$ cat src/rtl/err_synd_pkg.sv
package err_synd_pkg;
  // Flag positions in the 64-bit syndrome/clear word
  localparam int FV_BIT = 62;
  localparam int ME_BIT = 59;
  localparam int WORD_W = 64;
  localparam int HALF_W = 32;
  localparam int FV_BIT_HI = FV_BIT - HALF_W;
  localparam int ME_BIT_HI = ME_BIT - HALF_W;

  // Control-to-datapath strobes and flag state
  typedef struct packed {
    logic capture;
    logic firstValid;
    logic multErr;
  } strobes_t;
endpackage

$ cat src/rtl/err_synd_ctrl.sv
module err_synd_ctrl
  import err_synd_pkg::*;
#(
  parameter int ADDR_W = 12,
  parameter logic [ADDR_W-1:0] CLR_OFS = 12'h480
) (
  input  logic              clk,
  input  logic              rst_n,
  input  logic              errValid,
  input  logic              regWr,
  input  logic              regWide,
  input  logic [ADDR_W-1:0] regAddr,
  input  logic [WORD_W-1:0] regWdata,
  output logic              errSignal,
  output strobes_t          ctl
);
  localparam logic [ADDR_W-1:0] CLR_OFS_HI = CLR_OFS + ADDR_W'(4);

  logic firstValid, multErr;
  logic hitWide, hitHalf, clrFirst, clrMult;
  logic fvAfter, meAfter, capture, setMult;
  logic unusedWdata;

  assign hitWide  = regWr &&  regWide && (regAddr == CLR_OFS);
  assign hitHalf  = regWr && !regWide && (regAddr == CLR_OFS_HI);
  assign clrFirst = (hitWide && regWdata[FV_BIT]) || (hitHalf && regWdata[FV_BIT_HI]);
  assign clrMult  = (hitWide && regWdata[ME_BIT]) || (hitHalf && regWdata[ME_BIT_HI]);

  // Clear first, then the event sees the post-clear flags
  assign fvAfter = firstValid & ~clrFirst;
  assign meAfter = multErr & ~clrMult;
  assign capture = errValid & ~fvAfter;
  assign setMult = errValid &  fvAfter;

  assign unusedWdata = ^regWdata;

  always_ff @(posedge clk) begin
    if (!rst_n) begin
      firstValid <= 1'b0;
      multErr    <= 1'b0;
      errSignal  <= 1'b0;
    end else begin
      firstValid <= fvAfter | capture;
      multErr    <= meAfter | setMult;
      errSignal  <= capture;
    end
  end

  always_comb begin
    ctl.capture    = capture;
    ctl.firstValid = firstValid;
    ctl.multErr    = multErr;
  end
endmodule

$ cat src/rtl/err_synd_dp.sv
module err_synd_dp
  import err_synd_pkg::*;
#(
  parameter int SYND_W = 32,
  parameter int ADDR_W = 12,
  parameter logic [ADDR_W-1:0] RD_OFS = 12'h400
) (
  input  logic              clk,
  input  logic              rst_n,
  input  strobes_t          ctl,
  input  logic [SYND_W-1:0] errSynd,
  input  logic              regWide,
  input  logic [ADDR_W-1:0] regAddr,
  output logic [SYND_W-1:0] syndQ,
  output logic [WORD_W-1:0] regRdata
);
  localparam logic [ADDR_W-1:0] RD_OFS_HI = RD_OFS + ADDR_W'(4);

  logic [WORD_W-1:0] word;

  always_ff @(posedge clk) begin
    if (!rst_n)           syndQ <= '0;
    else if (ctl.capture) syndQ <= errSynd;
  end

  always_comb begin
    word = '0;
    word[SYND_W-1:0] = syndQ;
    word[FV_BIT]     = ctl.firstValid;
    word[ME_BIT]     = ctl.multErr;
  end

  always_comb begin
    regRdata = '0;
    if (regWide && regAddr == RD_OFS)
      regRdata = word;
    else if (!regWide && regAddr == RD_OFS_HI)
      regRdata[HALF_W-1:0] = word[WORD_W-1:HALF_W];
  end
endmodule

$ cat src/rtl/err_synd_logger.sv
module err_synd_logger
  import err_synd_pkg::*;
#(
  parameter int SYND_W = 32,
  parameter int ADDR_W = 12,
  parameter logic [ADDR_W-1:0] RD_OFS  = 12'h400,
  parameter logic [ADDR_W-1:0] CLR_OFS = 12'h480
) (
  input  logic              clk,
  input  logic              rst_n,
  input  logic              errValid,
  input  logic [SYND_W-1:0] errSynd,
  output logic              errSignal,
  input  logic              regWr,
  input  logic              regWide,
  input  logic [ADDR_W-1:0] regAddr,
  input  logic [63:0]       regWdata,
  output logic [63:0]       regRdata
);
  strobes_t          ctl;
  logic              firstValid, multErr;
  logic [SYND_W-1:0] syndQ;

  err_synd_ctrl #(.ADDR_W(ADDR_W), .CLR_OFS(CLR_OFS)) ctrlI (
    .clk(clk), .rst_n(rst_n), .errValid(errValid), .regWr(regWr),
    .regWide(regWide), .regAddr(regAddr), .regWdata(regWdata),
    .errSignal(errSignal), .ctl(ctl)
  );

  err_synd_dp #(.SYND_W(SYND_W), .ADDR_W(ADDR_W), .RD_OFS(RD_OFS)) dpI (
    .clk(clk), .rst_n(rst_n), .ctl(ctl), .errSynd(errSynd),
    .regWide(regWide), .regAddr(regAddr), .syndQ(syndQ), .regRdata(regRdata)
  );

  assign firstValid = ctl.firstValid;
  assign multErr    = ctl.multErr;
endmodule

$ cat config.mk
export PLATFORM = sky130hd
export DESIGN_NAME = err_synd_logger
export DESIGN_NICKNAME = d
export VERILOG_FILES = /design/src/rtl/err_synd_pkg.sv /design/src/rtl/err_synd_ctrl.sv /design/src/rtl/err_synd_dp.sv /design/src/rtl/err_synd_logger.sv
export SDC_FILE = /design/constraint.sdc
export NUM_CORES = 1
export LEC_CHECK = 0
export BUFFER_PORTS_ARGS = -buffer_cell sky130_fd_sc_hd__buf_2
export CAP_MARGIN = 10
export CORE_ASPECT_RATIO = 0.8
export CORE_MARGIN = 8
export CORE_UTILIZATION = 30
export CTS_BUF_LIST = sky130_fd_sc_hd__clkbuf_8
export DETAILED_ROUTE_END_ITERATION = 16
export GPL_TIMING_DRIVEN = 0
export PLACE_DENSITY = 0.67
export RECOVER_POWER = 100
export SETUP_SLACK_MARGIN = 0.15
export SLEW_MARGIN = 20
export SYNTH_ARGS = -nofsm -noshare
export SYNTH_HDL_FRONTEND = slang
export SYNTH_HIERARCHICAL = 1
export SYNTH_SLANG_ARGS = --single-unit
$ cat constraint.sdc
create_clock -name clk -period 6.8 [get_ports clk]
set_input_delay 1.36 -clock clk [delete_from_list [all_inputs] [get_ports clk]]
set_output_delay 1.36 -clock clk [all_outputs]
set_load 0.02 [all_outputs]
Word-level counts from Yosys, hierarchy flattened
Cells that the tools add are included.
- register bits after elaboration: 35
- input port bits: 113
- output and inout port bits: 65
- equality and inequality tests: 4
- multiplexer cells: 3
- bitwise operators: 9
- reduce and logical (&&, ||, !) cells: 13
- operators by type and width (cell ; count):
    two-way mux 31 bit ; 2
    equality test 12 x 11 -> 1 bit (second input constant) ; 4
    two-way mux 32 bit ; 1
    logical AND 1 bit ; 10
    bitwise AND 1 bit ; 4
    NOT 1 bit ; 3
    logical OR 1 bit ; 2
    OR 1 bit ; 2
    zero test 1 bit ; 1

Logic depth before layout (Yosys ltp)
- depth after elaboration: 10
- gate-level depth with buffers: 8
- depth with buffers taken out: 5

By module
Netlist, hierarchy kept.
- modules (own cells, without submodules) (module ; times used ; cells each ; area each (µm²) ; seq. area each (µm²)):
    err_synd_dp ; 1 ; 180 ; 1754.2 ; 640.6
    err_synd_ctrl ; 1 ; 24 ; 236.5 ; 60.1

Worst setup path before layout
Ideal clock, no wire load.
- path kind: in2out
- start point: in regAddr[1]
- end point: out regRdata[0]
- arrival: 2.262 ns
- required time: 5.440 ns
- slack: 3.178 ns
- stages on the path: 4
- path buffers: 1
- cell sequence: nor4_2 and4_4 buf_6 and2_1
- longest elaborated chain between the ends: 3
- ends and longest elaborated chain (item ; line ; source):
    start: declaration ; err_synd_logger.sv:16 ; input logic [ADDR_W-1:0] regAddr,
    equality test 12 x 11 -> 1 bit ; err_synd_dp.sv:35 ; if (regWide && regAddr == RD_OFS)
    logical AND 1 bit ; err_synd_dp.sv:35 ;
    two-way mux 32 bit ; err_synd_dp.sv:35 ;
    end: declaration ; err_synd_logger.sv:18 ; output logic [63:0] regRdata
Every way passes these cells.

Final worst setup path
- start point: in regAddr[1]
- end point: out regRdata[11]
The elaborated chain is that of the path after synthesis.

==> results.sh <==
export IMPL_status="completed"
export IMPL_dieHeight_um=88.86
export IMPL_worstSetupPathType="primary input to output port"
export IMPL_final_setup_tns_ps=0
export IMPL_wl_per_cell_um=12.74
export IMPL_post_synth_cell_area_avg_um2=9.758
export IMPL_grt_overflow_total=0
export IMPL_slew_viol_final=0
export IMPL_worst_slack_ps=2479
export IMPL_synth_top_area_share_pct=35.20
export IMPL_crit_buf_inv=3
export IMPL_rsz0062_at_grt="no"
export IMPL_synth_seq_cells=35
export IMPL_max_slew_margin_pct=50.37
export IMPL_drt_first_iter_violations=40
export IMPL_synth_distinct_cells=27
export IMPL_worstPathCellList="buf_2, nor4_2, and4_1, clkbuf_1, and2_1, clkbuf_1"
export IMPL_r2r_start="ctrlI/firstValid"
export IMPL_r2r_slack_ps=4850
export IMPL_endpoint_kind="output port"
export IMPL_ctsHoldBuffers=0
export IMPL_grt_start_max_net_pins=12
export IMPL_hpwl_um=4276
export IMPL_drt_pass1_iterations=4
export IMPL_crit_top_cell="clkbuf_1"
export IMPL_fillers=679
export IMPL_whs_path_depth=2
export IMPL_cp_max_fo=10
export IMPL_placed_area_mm2=0.002640
export IMPL_clock_sink_count=35
export IMPL_yosysWarnings=6
export IMPL_fin_nets=440
export IMPL_ctsResizeCount=0
export IMPL_gp_congestion=0.6915
export IMPL_crit_start="regAddr[1]"
export IMPL_period_share_pct=63.54
export IMPL_slowest_stage="clkbuf_1"
export IMPL_post_cts_repair_setup_buffers=0
export IMPL_htreeDepth=2
export IMPL_synth_area_leaders="dfxtp_1, mux2i_1, buf_4"
export IMPL_grt_pass1_vias=1689
export IMPL_antenna_cells=0
export IMPL_pin_count=178
export IMPL_ir_worst_vdd_uv=112.1
export IMPL_die_area_mm2=0.009515
export IMPL_setup_viol=0
export IMPL_r2r_end="dpI/syndQ[8]"
export IMPL_period_minus_slack_ps=4321
export IMPL_globalRouteTotalUtil_pct=10.91
export IMPL_r2r_cells=6
export IMPL_holdPathEnd="ctrlI/multErr"
export IMPL_multi_input_area_mm2=0.001067
export IMPL_seqCellArea_um2=700.7
export IMPL_final_cell_area_mm2=0.002691
export IMPL_antenna_left=0
export IMPL_cts_buffer_depth=2
export IMPL_io_buffers=87
export IMPL_clkTransAtPathRegs_ps=70
export IMPL_p_per_area_mw_per_mm2=187.6
export IMPL_drc=0
export IMPL_routed_wl_um=5250
export IMPL_drive_above_1_share_pct=35.06
export IMPL_area_delta_synth_final_pct=35.20
export IMPL_hold_viol_final=0
export IMPL_top_usage_layer="met2"
export IMPL_crit_family="simple AND/OR/NAND/NOR gates"
export IMPL_use_met2_pct=19.09
export IMPL_start_util_pct=31.06
export IMPL_pre_cts_ws_ps=2849
export IMPL_coreArea_mm2=0.006409
export IMPL_p_leak_uw=0.001272
export IMPL_synth_cells=204
export IMPL_cp_start_kind="primary input"
export IMPL_cp_data_arrival_time_ps=2960
export IMPL_grt_use_met1_pct=11.93
export IMPL_required_ps=5440
export IMPL_drv_cap=0
export IMPL_yosysTopAreaCell="dfxtp_1"
export IMPL_synth_seq_area_share_pct=35.20
export IMPL_fin_skew_ps=3.471
export IMPL_min_path_type="register to register"
export IMPL_worstHoldStart="ctrlI/multErr"
export IMPL_antenna_found_initial=0
export IMPL_tightest_slew_ps=744.4
export IMPL_cts_made_buffers=5
export IMPL_cts_root_buffer="clkbuf_8"
export IMPL_cts_tree="done"
export IMPL_avgViaCountPerCell=3.981
export IMPL_max_stage_delay_ps=400
export IMPL_clock_latency_ps=280
export IMPL_grt_first_pass_wirelength_um=8211
export IMPL_vias=1640
export IMPL_dieWidth_um=107.1
export IMPL_grt_use_met3_pct=4.585
export IMPL_clock_fmax_mhz=231.4
export IMPL_row_count=26
export IMPL_syn_area_mm2=0.001991
logic make-up after synthesis:
family | share of synthesized area [%]
mux | 16.09
buf+inv | 16.03
compound gates | 3.708
other cells | 0.1884
simple gates | 28.79
flops | 35.20
tightest hold or removal path, stage by stage (launching register included):
cell	delay, ps
dfxtp_1	310
nand2_1	50
o22ai_1	70
synthesized netlist by cell type (all sizes together):
master   count
a2111o       1
a2111oi      2
a21boi       1
a21oi        1
a22oi        2
and2        32
and4         1
buf         39
clkbuf       4
conb         1
dfxtp       35
mux2i       32
nand2        3
nand3        2
nand3b       4
nand4bb      1
nor2         2
nor2b       34
nor3         1
nor4         1
nor4b        1
o21ai        1
o22ai        1
or4          1
or4b         1
layer usage:
layer / wire length, um / up-vias
li1: - / 860
met1: 2171 / 726
met2: 2589 / 52
met3: 474 / 2
met4: 15 / 0
met5: 0 / -
worst max path at each step:
stage / endpoint / depth (start not counted)
2_1_floorplan: regRdata[0] / 4
3_3_place_gp: regRdata[23] / 6
3_5_place_dp: regRdata[23] / 6
4_1_cts: regRdata[23] / 6
5_1_grt: regRdata[24] / 6
6_report: regRdata[11] / 6
area by class of cell:
type | count | area share [%]
Buffer | 43 | 10.60
Multi-Input combinational cell | 155 | 39.66
Clock buffer | 6 | 3.068
Clock inverter | 2 | 1.302
Tap cell | 84 | 3.905
Sequential cell | 35 | 26.03
Timing Repair Buffer | 87 | 15.43
cells in the final DEF, fill, tap and decap left out, drive strengths merged:
cell     synthesis  layout
clkbuf           4      32
nor2             2       2
nor4b            1       1
nor4             1       1
o22ai            1       1
o21ai            1       1
clkinv           0       1
conb             1      30
nand2            3       3
buf             39     104
nor3             1       1
nor2b           34      34
or4b             1       1
nand4bb          1       1
a21oi            1       1
and4             1       1
nand3            2       2
a2111oi          2       2
mux2i           32      32
a2111o           1       1
a22oi            2       2
dfxtp           35      35
nand3b           4       4
bufinv           0       1
a21boi           1       1
and2            32      32
or4              1       1
state kept, by name, indices dropped and copies added, names as in the netlist:
| name | count |
|---|---|
| ctrlI/firstValid | 1 |
| dpI/syndQ | 32 |
| ctrlI/multErr | 1 |
| ctrlI/errSignal | 1 |
power by group:
group | internal, uW | switching (uW)
Sequential | 218 | 5.88
Combinational | 45.3 | 44.1
Clock | 119 | 72.9
Total | 382 | 123
per-stage QoR:
stage          power, uW  util [%]  instances  hold WS [ps]
6_report           504.9     42.00        412         479.0
3_5_place_dp       319.5     41.19        404         460.9
4_1_cts            516.3     43.03        412         478.7
3_3_place_gp       317.5     41.19        404         469.6
5_1_grt            536.8     42.00        412         494.0
2_1_floorplan      293.4         -        233         446.5
No activity file was read; power rests on OpenSTA's default activity.
